$ cat src/rtl/dma_trk_pkg.sv
package dma_trk_pkg;
   localparam int REG_AW = 4;
   localparam logic [REG_AW-1:0] RC_LEG_ADDR = 4'h0;
   localparam logic [REG_AW-1:0] RC_MTX_ADDR = 4'h1;
   localparam logic [REG_AW-1:0] RC_MRX_ADDR = 4'h2;
   localparam logic [REG_AW-1:0] RC_MTX_HI   = 4'h3;
   localparam logic [REG_AW-1:0] RC_MRX_HI   = 4'h4;
   localparam logic [REG_AW-1:0] RC_SRX_ADDR = 4'h5;
   localparam logic [REG_AW-1:0] RC_SRX_HI   = 4'h6;
   localparam logic [REG_AW-1:0] RC_STX_HI   = 4'h7;
   localparam logic [REG_AW-1:0] RC_MLEN     = 4'h8;
   localparam logic [REG_AW-1:0] RC_SLEN     = 4'h9;
   localparam logic [REG_AW-1:0] RC_CUR_ADDR = 4'hA;
   localparam logic [REG_AW-1:0] RC_CUR_LEN  = 4'hB;
   localparam logic [REG_AW-1:0] RC_RX_STS   = 4'hC;
   localparam int RX_FIELD_LSB = 16;

   typedef enum logic {SEQ_IDLE = 1'b0, SEQ_BUSY = 1'b1} seq_state_e;
endpackage

$ cat src/rtl/dma_trk_regs.sv
module dma_trk_regs
   import dma_trk_pkg::*;
#(
   parameter int LEN_W     = 12,
   parameter int CNT_W     = 16,
   parameter int HI_W      = 2,
   parameter bit HAS_DMA64 = 1'b1
) (
   input  logic              clk,
   input  logic              rst_n,
   input  logic              reg_we,
   input  logic [REG_AW-1:0] reg_addr,
   input  logic [31:0]       reg_wdata,
   output logic [31:0]       reg_rdata,
   input  logic              slave_start,
   input  logic [31:0]       ptr_lo,
   input  logic [LEN_W:0]    work_len,
   input  logic [CNT_W-1:0]  rx_cnt,
   output logic              ld_lo,
   output logic [31:0]       ld_lo_val,
   output logic              ld_hi,
   output logic [HI_W-1:0]   ld_hi_val,
   output logic              ld_len,
   output logic [LEN_W:0]    ld_len_val,
   output logic              clr_rx
);
   localparam logic [31:0] LEG_MASK = 32'h3FFF_FFFC;

   logic [31:0]      mtx_lo_q, mrx_lo_q, srx_lo_q;
   logic [LEN_W-1:0] mlen_tx_q, mlen_rx_q, slen_q;
   logic [HI_W-1:0]  mtx_hi_q, mrx_hi_q, srx_hi_q;
   logic [31:0]      hi_rd_mtx, hi_rd_mrx, hi_rd_srx, hi_rd_stx;

   logic wr_leg, wr_mtx, wr_mrx, wr_hi;
   assign wr_leg = reg_we && (reg_addr == RC_LEG_ADDR);
   assign wr_mtx = reg_we && (reg_addr == RC_MTX_ADDR);
   assign wr_mrx = reg_we && (reg_addr == RC_MRX_ADDR);
   assign wr_hi  = reg_we && ((reg_addr == RC_MTX_HI) || (reg_addr == RC_MRX_HI) ||
                              (reg_addr == RC_SRX_HI));

   always_ff @(posedge clk or negedge rst_n) begin
      if (!rst_n) begin
         mtx_lo_q  <= '0;
         mrx_lo_q  <= '0;
         srx_lo_q  <= '0;
         mlen_tx_q <= '0;
         mlen_rx_q <= '0;
         slen_q    <= '0;
      end else if (reg_we) begin
         case (reg_addr)
            RC_MTX_ADDR: mtx_lo_q <= reg_wdata;
            RC_MRX_ADDR: mrx_lo_q <= reg_wdata;
            RC_SRX_ADDR: srx_lo_q <= reg_wdata;
            RC_MLEN: begin
               mlen_tx_q <= reg_wdata[LEN_W-1:0];
               mlen_rx_q <= reg_wdata[RX_FIELD_LSB +: LEN_W];
            end
            RC_SLEN: slen_q <= reg_wdata[LEN_W-1:0];
            default: ;
         endcase
      end
   end

   generate
      if (HAS_DMA64) begin : g_hi_on
         always_ff @(posedge clk or negedge rst_n) begin
            if (!rst_n) begin
               mtx_hi_q <= '0;
               mrx_hi_q <= '0;
               srx_hi_q <= '0;
            end else if (reg_we) begin
               if (reg_addr == RC_MTX_HI) mtx_hi_q <= reg_wdata[HI_W-1:0];
               if (reg_addr == RC_MRX_HI) mrx_hi_q <= reg_wdata[HI_W-1:0];
               if (reg_addr == RC_SRX_HI) srx_hi_q <= reg_wdata[HI_W-1:0];
            end
         end
         assign hi_rd_mtx = {{(32-HI_W){1'b0}}, mtx_hi_q};
         assign hi_rd_mrx = {{(32-HI_W){1'b0}}, mrx_hi_q};
         assign hi_rd_srx = {{(32-HI_W){1'b0}}, srx_hi_q};
         assign hi_rd_stx = '0;
         assign ld_hi     = wr_hi;
      end else begin : g_hi_off
         assign mtx_hi_q  = '0;
         assign mrx_hi_q  = '0;
         assign srx_hi_q  = '0;
         assign hi_rd_mtx = '1;
         assign hi_rd_mrx = '1;
         assign hi_rd_srx = '1;
         assign hi_rd_stx = '1;
         assign ld_hi     = 1'b0;
      end
   endgenerate

   assign ld_hi_val = reg_wdata[HI_W-1:0];

   // slave start has priority over a same-cycle register write
   always_comb begin
      ld_lo      = slave_start | wr_leg | wr_mtx | wr_mrx;
      ld_len     = slave_start | wr_mtx | wr_mrx;
      clr_rx     = slave_start;
      ld_lo_val  = reg_wdata;
      ld_len_val = {1'b0, mlen_tx_q} + 1'b1;
      if (slave_start) begin
         ld_lo_val  = srx_lo_q;
         ld_len_val = {1'b0, slen_q} + 1'b1;
      end else if (wr_leg) begin
         ld_lo_val  = reg_wdata & LEG_MASK;
      end else if (wr_mrx) begin
         ld_len_val = {1'b0, mlen_rx_q} + 1'b1;
      end
   end

   always_comb begin
      case (reg_addr)
         RC_LEG_ADDR, RC_CUR_ADDR: reg_rdata = ptr_lo;
         RC_MTX_ADDR: reg_rdata = mtx_lo_q;
         RC_MRX_ADDR: reg_rdata = mrx_lo_q;
         RC_SRX_ADDR: reg_rdata = srx_lo_q;
         RC_MTX_HI:   reg_rdata = hi_rd_mtx;
         RC_MRX_HI:   reg_rdata = hi_rd_mrx;
         RC_SRX_HI:   reg_rdata = hi_rd_srx;
         RC_STX_HI:   reg_rdata = hi_rd_stx;
         RC_MLEN: begin
            reg_rdata = '0;
            reg_rdata[LEN_W-1:0] = mlen_tx_q;
            reg_rdata[RX_FIELD_LSB +: LEN_W] = mlen_rx_q;
         end
         RC_SLEN:    reg_rdata = {{(32-LEN_W){1'b0}}, slen_q};
         RC_CUR_LEN: reg_rdata = {{(31-LEN_W){1'b0}}, work_len};
         RC_RX_STS:  reg_rdata = {{(32-CNT_W){1'b0}}, rx_cnt};
         default:    reg_rdata = '0;
      endcase
   end
endmodule

$ cat src/rtl/dma_trk_core.sv
module dma_trk_core #(
   parameter int LEN_W = 12,
   parameter int CNT_W = 16,
   parameter int HI_W  = 2,
   localparam int PTR_W = 32 + HI_W
) (
   input  logic             clk,
   input  logic             rst_n,
   input  logic             ld_lo,
   input  logic [31:0]      ld_lo_val,
   input  logic             ld_hi,
   input  logic [HI_W-1:0]  ld_hi_val,
   input  logic             ld_len,
   input  logic [LEN_W:0]   ld_len_val,
   input  logic             clr_rx,
   input  logic             step,
   input  logic             step_we,
   output logic [PTR_W-1:0] ptr,
   output logic [LEN_W:0]   work_len,
   output logic [CNT_W-1:0] rx_cnt
);
   logic [PTR_W-1:0] ptr_n;

   // loads override the step on the fields they touch
   always_comb begin
      ptr_n = step ? ptr + 1'b1 : ptr;
      if (ld_lo) ptr_n[31:0] = ld_lo_val;
      if (ld_hi) ptr_n[PTR_W-1:32] = ld_hi_val;
   end

   always_ff @(posedge clk or negedge rst_n) begin
      if (!rst_n) begin
         ptr      <= '0;
         work_len <= '0;
         rx_cnt   <= '0;
      end else begin
         ptr <= ptr_n;
         if (ld_len)    work_len <= ld_len_val;
         else if (step) work_len <= work_len - 1'b1;
         if (clr_rx)               rx_cnt <= '0;
         else if (step && step_we) rx_cnt <= rx_cnt + 1'b1;
      end
   end
endmodule

$ cat src/rtl/dma_trk_seq.sv
module dma_trk_seq
   import dma_trk_pkg::*;
#(
   parameter int PTR_W = 34
) (
   input  logic             clk,
   input  logic             rst_n,
   input  logic             xfer_req,
   input  logic             xfer_dir,
   input  logic [7:0]       xfer_wdata,
   input  logic             len_zero,
   input  logic [PTR_W-1:0] ptr,
   input  logic             mem_ack,
   input  logic             mem_err,
   input  logic [7:0]       mem_rdata,
   output logic             mem_req,
   output logic             mem_we,
   output logic [PTR_W-1:0] mem_addr,
   output logic [7:0]       mem_wdata,
   output logic             step,
   output logic             xfer_done,
   output logic             xfer_ok,
   output logic             xfer_fail,
   output logic [7:0]       xfer_rdata
);
   seq_state_e state_q;

   always_ff @(posedge clk or negedge rst_n) begin
      if (!rst_n) begin
         state_q    <= SEQ_IDLE;
         mem_addr   <= '0;
         mem_we     <= 1'b0;
         mem_wdata  <= '0;
         xfer_done  <= 1'b0;
         xfer_ok    <= 1'b0;
         xfer_fail  <= 1'b0;
         xfer_rdata <= '0;
      end else begin
         xfer_done <= 1'b0;
         xfer_ok   <= 1'b0;
         xfer_fail <= 1'b0;
         case (state_q)
            SEQ_IDLE: if (xfer_req) begin
               if (len_zero) begin
                  xfer_done <= 1'b1;
               end else begin
                  state_q   <= SEQ_BUSY;
                  mem_addr  <= ptr;
                  mem_we    <= xfer_dir;
                  mem_wdata <= xfer_wdata;
               end
            end
            SEQ_BUSY: if (mem_ack) begin
               state_q <= SEQ_IDLE;
               if (mem_err) xfer_fail <= 1'b1;
               else         xfer_ok   <= 1'b1;
               if (!mem_err && !mem_we) xfer_rdata <= mem_rdata;
            end
            default: state_q <= SEQ_IDLE;
         endcase
      end
   end

   assign mem_req = (state_q == SEQ_BUSY);
   assign step    = mem_req && mem_ack && !mem_err;
endmodule

$ cat src/rtl/dma_ptr_tracker.sv
module dma_ptr_tracker
   import dma_trk_pkg::*;
#(
   parameter int LEN_W     = 12,
   parameter int CNT_W     = 16,
   parameter int HI_W      = 2,
   parameter bit HAS_DMA64 = 1'b1,
   localparam int PTR_W    = 32 + HI_W
) (
   input  logic              clk,
   input  logic              rst_n,
   input  logic              reg_we,
   input  logic [REG_AW-1:0] reg_addr,
   input  logic [31:0]       reg_wdata,
   output logic [31:0]       reg_rdata,
   input  logic              slave_start,
   input  logic              xfer_req,
   input  logic              xfer_dir,
   input  logic [7:0]        xfer_wdata,
   output logic [7:0]        xfer_rdata,
   output logic              xfer_ok,
   output logic              xfer_fail,
   output logic              xfer_done,
   output logic              mem_req,
   output logic              mem_we,
   output logic [PTR_W-1:0]  mem_addr,
   output logic [7:0]        mem_wdata,
   input  logic              mem_ack,
   input  logic              mem_err,
   input  logic [7:0]        mem_rdata
);
   generate
      if (LEN_W < 1 || LEN_W > 15) begin : g_bad_len
         $error("LEN_W must lie in 1..15");
      end
      if (CNT_W < 1 || CNT_W > 32) begin : g_bad_cnt
         $error("CNT_W must lie in 1..32");
      end
      if (HI_W < 1 || HI_W > 32) begin : g_bad_hi
         $error("HI_W must lie in 1..32");
      end
   endgenerate

   logic [PTR_W-1:0] ptr_w;
   logic [LEN_W:0]   len_w, ld_len_val;
   logic [CNT_W-1:0] rx_w;
   logic             ld_lo, ld_hi, ld_len, clr_rx, step;
   logic [31:0]      ld_lo_val;
   logic [HI_W-1:0]  ld_hi_val;

   dma_trk_regs #(.LEN_W(LEN_W), .CNT_W(CNT_W), .HI_W(HI_W), .HAS_DMA64(HAS_DMA64)) u_regs (
      .clk(clk), .rst_n(rst_n), .reg_we(reg_we), .reg_addr(reg_addr),
      .reg_wdata(reg_wdata), .reg_rdata(reg_rdata), .slave_start(slave_start),
      .ptr_lo(ptr_w[31:0]), .work_len(len_w), .rx_cnt(rx_w),
      .ld_lo(ld_lo), .ld_lo_val(ld_lo_val), .ld_hi(ld_hi), .ld_hi_val(ld_hi_val),
      .ld_len(ld_len), .ld_len_val(ld_len_val), .clr_rx(clr_rx));

   dma_trk_core #(.LEN_W(LEN_W), .CNT_W(CNT_W), .HI_W(HI_W)) u_core (
      .clk(clk), .rst_n(rst_n), .ld_lo(ld_lo), .ld_lo_val(ld_lo_val),
      .ld_hi(ld_hi), .ld_hi_val(ld_hi_val), .ld_len(ld_len), .ld_len_val(ld_len_val),
      .clr_rx(clr_rx), .step(step), .step_we(mem_we),
      .ptr(ptr_w), .work_len(len_w), .rx_cnt(rx_w));

   dma_trk_seq #(.PTR_W(PTR_W)) u_seq (
      .clk(clk), .rst_n(rst_n), .xfer_req(xfer_req), .xfer_dir(xfer_dir),
      .xfer_wdata(xfer_wdata), .len_zero(len_w == '0), .ptr(ptr_w),
      .mem_ack(mem_ack), .mem_err(mem_err), .mem_rdata(mem_rdata),
      .mem_req(mem_req), .mem_we(mem_we), .mem_addr(mem_addr), .mem_wdata(mem_wdata),
      .step(step), .xfer_done(xfer_done), .xfer_ok(xfer_ok), .xfer_fail(xfer_fail),
      .xfer_rdata(xfer_rdata));
endmodule

$ cat config.mk
export PLATFORM = sky130hd
export DESIGN_NAME = dma_ptr_tracker
export DESIGN_NICKNAME = d
export VERILOG_FILES = /design/src/rtl/dma_trk_pkg.sv /design/src/rtl/dma_trk_regs.sv /design/src/rtl/dma_trk_core.sv /design/src/rtl/dma_trk_seq.sv /design/src/rtl/dma_ptr_tracker.sv
export SDC_FILE = /design/constraint.sdc
export NUM_CORES = 1
export LEC_CHECK = 0
export BUFFER_PORTS_ARGS = -buffer_cell sky130_fd_sc_hd__buf_4
export CORE_UTILIZATION = 55
export CTS_CLUSTER_DIAMETER = 80
export DETAILED_ROUTE_END_ITERATION = 8
export PLACE_DENSITY = 0.82
export SLEW_MARGIN = 20
export SYNTH_ARGS = -nofsm -noshare
export SYNTH_HDL_FRONTEND = slang
export SYNTH_SLANG_ARGS = --single-unit
$ cat constraint.sdc
create_clock -name clk -period 2.7 [get_ports clk]
set_input_delay 0.135 -clock clk [delete_from_list [all_inputs] [get_ports clk]]
set_output_delay 0.135 -clock clk [all_outputs]
set_load 0.02 [all_outputs]
Yosys cells after proc, flatten, opt, wreduce, memory -nomap -nowiden --
Cells that the tools add are included.
Storage, ports and cells: output and inout port bits 87, input bits 60, bits in registers 256
Cells by class: add/subtract/negate cells 6, eq/ne operators 11, multiplexer cells 26, bitwise operators 7, reduce and logical (&&, ||, !) cells 29
Operator list (count):
- case mux 32 bit (11 select lines) | 1
- 2-to-1 mux 32 bit | 3
- 2-to-1 mux 13 bit | 5
- adder 12 x 1 -> 13 bit, second input constant | 3
- adder 34 x 1 -> 34 bit, second input constant | 1
- 2-to-1 mux 34 bit | 1
- 2-to-1 mux 16 bit | 2
- equality test 4 bit, second input constant | 5
- adder 16 x 1 -> 16 bit, second input constant | 1
- AND reduction 2 bit | 8
- zero test 13 bit | 1
- subtractor 13 x 1 -> 13 bit, second input constant | 1
- equality test 4 x 3 -> 1 bit, second input constant | 3
- 2-to-1 mux 1 bit | 12
- equality test 4 x 2 -> 1 bit, second input constant | 2
- logical AND 1 bit | 8
- nonzero test 2 bit | 4
- AND reduction 3 bit | 2
- OR 1 bit | 5
- equality test 4 x 1 -> 1 bit, second input constant | 1
- zero test 4 bit | 1
- zero test 1 bit | 2
- logical OR 1 bit | 2
- 2-to-1 mux 2 bit | 1
- other kinds (3) | 4

Logic depth before layout (Yosys ltp) --
word-level depth 6, mapped depth 8, mapped depth without buffers 7

Modules after synthesis --
A second synthesis with hierarchy kept.
Unflattened totals: cells, all modules 1255, area, all modules 13439.1 um2
Modules (own cells, without submodules):
- dma_trk_regs | area an instance 7890.1 um2, instances 1, cells each 746
- dma_trk_core | area an instance 3453.3 um2, instances 1, cells each 383
- dma_trk_seq | area an instance 2065.7 um2, instances 1, cells each 121
- dma_ptr_tracker | area an instance 30.0 um2, instances 1, cells each 5

Worst setup path after synthesis --
Ideal clock, no wire load.
kind reg-to-reg, start point reg u_core.ptr[2], end point reg u_core.ptr[30], stages on the path, launching flop included 8, setup time 0.126 ns, path slack 0.933 ns, clock period less this slack 1.767 ns, arrival time 1.641 ns, cells stage by stage dfrtp_1 clkbuf_2 nand4_4 nor4_4 and3_2 and3_1 xor2_1 a221o_1
Between the ends: cells in the longest elaborated chain, start to end 3
RTL lines:
- start: declaration | line dma_trk_core.sv:18 | output logic [PTR_W-1:0] ptr,
- start signal: assignment | line dma_trk_core.sv:37 | ptr <= ptr_n;
- adder 34 x 1 -> 34 bit | line dma_trk_core.sv:26 | ptr_n = step ? ptr + 1'b1 : ptr;
- 2-to-1 mux 34 bit | line dma_trk_core.sv:26
- 2-to-1 mux 32 bit | line dma_trk_core.sv:27 | if (ld_lo) ptr_n[31:0] = ld_lo_val;
No other way between the ends. The select of a mux whose other input is x is not followed. A chain may end at the register's enable or synchronous reset.

Worst setup path in the final report --
start point reg u_core.work_len[1], end point out reg_rdata[1]
Between the ends: cells in the longest elaborated chain, start to end 1
RTL lines:
- start: declaration | line dma_trk_core.sv:19 | output logic [LEN_W:0] work_len,
- start signal: assignment | line dma_trk_core.sv:38 | if (ld_len) work_len <= ld_len_val;
- start signal: assignment | line dma_trk_core.sv:39 | else if (step) work_len <= work_len - 1'b1;
- case mux 32 bit (11 select lines) | line dma_trk_regs.sv:114 | case (reg_addr)
- end: declaration | line dma_ptr_tracker.sv:15 | output logic [31:0] reg_rdata,
No other way between the ends.

==> flow_summary_export.csv <==
group,metric,value,unit
placed_design,port_buffers,146,
cts,clockBufferDepth,3,
routing,drcViolationCount,0,
synth,syn_inst,1223,
setup_path,critical_path_arrival,2.17,ns
setup_path,timing.reg2reg.worst_path_depth,5,
synth,synth_cell_types,67,
cts,clock_sinks,256,
global_route,overflow,0,
timing,setup-tns-final,0,ns
timing,hold_violations,0,
synth,synth-seq-cells,256,
global_route,grt_pass1_vias,11000,
synth,synth_area_leaders,"dfrtp_1, mux2_2, nand2_1, a22oi_1, xnor2_1",
timing,slew_headroom,0.395,
cts,clk_latency,0.54,ns
global_route,antenna_found_initial,0,
cts,cts_root_buffer,"clkbuf_16",
floorplanning,die_y,156,um
setup_path,crit_family,"compound AO/OA/AOI/OAI gates",
cts,numCtsBuffers,26,
synth,synth_top_cell_area_share,0.492,
global_route,grt_max_degree,93,
timing,report.final.setup_viol,0,
cells_and_area,area_growth,23.2,%
cts,cts_setup_buffers,0,
synth,ys_seq_area_frac,0.492,
hold_path,min_path_type,"in -> async",
timing,layout_min_cycle_time,2.31,ns
synth,synth_nets,1290,
synth,synth.avg_cell_area,10.7,sq um
synth,yosysMostFrequentCell,"dfrtp_1",
power,irDropWorstVdd,0.494,mV
timing,tightest_slew,0.904,ns
routing,vias,11000,
placed_design,hpwl,26.6,mm
global_route,grt_pass1_wl,61.3,mm
synth,async_flop_share,1.00,
floorplanning,core_area,22900,sq um
synth,yosys.area.top_type,"dfrtp_1",
cells_and_area,fin_cells,1745,
synth,synthTopCellsByCount,"dfrtp_1, nand2_1, mux2_2",
setup_path,path_buf_inv,1,
setup_path,r2r_slack,0.42,ns
routing,ant_nets,0,
setup_path,critPathKind,"reg -> out",
timing,finClkSkew,0.0158,ns
synth,yosysWarnings,0,
setup_path,crit_slowest_cell,"dfrtp_1",
placed_design,gp_congestion,1.00,
setup_path,cp.required,2.57,ns
routing,drtIter0Drc,1204,
setup_path,path_max_fanout,5,
setup_path,crit_path_start_kind,"flip-flop",
power,leakage,7.21,nW
cts,ctsResizeCount,0,
floorplanning,dieArea,24300,sq um
setup_path,r2r-start,"u_core.work_len[8]$_DFFE_PN0P_",
cts,clk_pin_slew,0.07,ns
routing,avgRoutedWirePerCell,22.7,um
power,p_per_area,803,nW/um^2
cells_and_area,n_antenna_cell,0,
setup_path,cp-startpoint,"u_core.work_len[1]$_DFFE_PN0P_",
floorplanning,row_count,55,
synth,synth_ff_type,"dfrtp_1",
timing,report.final.slew_viol_count,0,
setup_path,r2r-end,"u_seq.mem_req$_DFF_PN0_",
cells_and_area,drive_gt1_frac,0.291,
timing,max_freq,0.433,GHz
routing,first_pass_iters,6,
cts,tritoncts,"built",
synth,synth-edff-count,0,
routing,totalWireLength,39.6,mm
placed_design,dpl.cell_count,1644,
floorplanning,ios,147,
floorplanning,start_util,0.569,
cells_and_area,n_fill_cell,1623,
job,max_cap_viol_count,0,
setup_path,path_cells,"mux2_2 -> a22oi_1 -> o21ai_0 -> a221oi_1 -> o31ai_1 -> buf_4",
cts,htree_levels,1,
routing,viasPerCell,6.29,
global_route,track_usage,0.330,
timing,rsz0062_at_grt,"false",
floorplanning,die_x,156,um
timing,finalCritPeriodShare,0.855,
status,status,"finished, final reports clean",
setup_path,crit_path_end_kind,"primary output",
synth,syn_area,13000,sq um
cells_and_area,nets,1480,
setup_path,slowest_delay,0.43,ns
area by class of cell:
type	count	area, sq um	area share
Inverter	14	52.6	0.00327
Timing Repair Buffer	231	1930	0.120
Clock buffer	30	707	0.0440
Tap cell	313	392	0.0244
Clock inverter	17	279	0.0174
Multi-Input combinational cell	884	6290	0.392
Sequential cell	256	6410	0.399
flip-flops by register name, indices dropped and copies added, names as in the netlist:
register          cells
u_seq.xfer_fail       1
u_regs.mtx_hi_q       2
u_regs.srx_hi_q       2
u_seq.mem_we          1
u_seq.xfer_done       1
u_core.rx_cnt        16
u_regs.slen_q        12
u_seq.mem_req         1
u_regs.mtx_lo_q      32
u_regs.mlen_tx_q     12
u_seq.mem_wdata       8
u_core.ptr           34
u_core.work_len      13
u_regs.mrx_hi_q       2
u_regs.mlen_rx_q     12
u_regs.mrx_lo_q      32
u_regs.srx_lo_q      32
u_seq.xfer_ok         1
u_seq.mem_addr       34
u_seq.xfer_rdata      8
cells by family after synthesis:
logic type	after synthesis	share of synthesized area
fa+ha+maj	8	0.00749
flops	256	0.492
simple gates	414	0.154
mux	193	0.164
buf+inv	83	0.0280
xor+xnor	86	0.0578
compound gates	183	0.0969
worst register-to-register path, stage by stage, from the launching register on:
cell	delay (ns)
dfrtp_1	0.45
nor4_1	0.39
nand3_1	0.31
nor2_1	0.32
o22ai_1	0.11
dlygate4sd3_1	0.57
routing by layer:
metal	share of wire	GRT usage
met1	0.40	0.444
met2	0.45	0.508
met3	0.10	0.0800
met4	0.043	0.148
met5	0	0
what timing repair did:
action                                  CTS  global route
endpoints found under the setup margin    0             0
hold buffers                             54             0
endpoints found under the hold margin   235             0
worst max-delay path by stage:
stage	to	slack [ns]	depth (start not counted)
final	reg_rdata[1]	0.39	6
after CTS	reg_rdata[1]	0.40	6
after floorplan	u_core.ptr[30]$_DFFE_PN0P_	0.93	7
after global routing	reg_rdata[1]	0.33	6
after detailed placement	u_core.ptr[22]$_DFFE_PN0P_	0.48	6
after global placement	u_core.ptr[22]$_DFFE_PN0P_	0.50	6
metrics by stage:
stage                     total power, mW  instance area (sq um)   util  setup slack [ns]  hold slack, ns
after CTS                            12.8                  16100  0.701             0.400           0.114
after global placement               8.53                  14500  0.634             0.502           0.111
final                                12.9                  16100  0.701             0.391           0.120
after detailed placement             8.65                  14500  0.634             0.477           0.116
after floorplan                      7.28                  13000      -             0.933          -0.161
after global routing                 13.4                  16100  0.701             0.332           0.139
cells in the final DEF (no fill, tap or decap), drive strengths merged, types with 3 or more instances in the layout:
cell type      n
and3          16
a32oi          4
nor2b         13
a211oi        12
dlygate4sd3   54
nor3          16
xor2          33
inv           14
nor4          10
bufinv         7
xnor2         53
buf          177
o21ai         39
nor2          58
clkbuf        30
a31oi          7
a221oi         4
mux2         167
mux2i         26
ha             7
a22oi         64
a22o           3
nand2        199
and4           5
a222oi        11
dfrtp        256
or3            3
a21oi         27
clkinv         4
nand2b         7
nand4         20
clkinvlp       6
nand3         55
power breakdown:
group,total (mW),internal (mW),switching [mW]
logic,3.11,1.54,1.57
clock network,4.13,2.55,1.58
registers,5.65,4.73,0.921
Power figures use the tool's default switching activity.
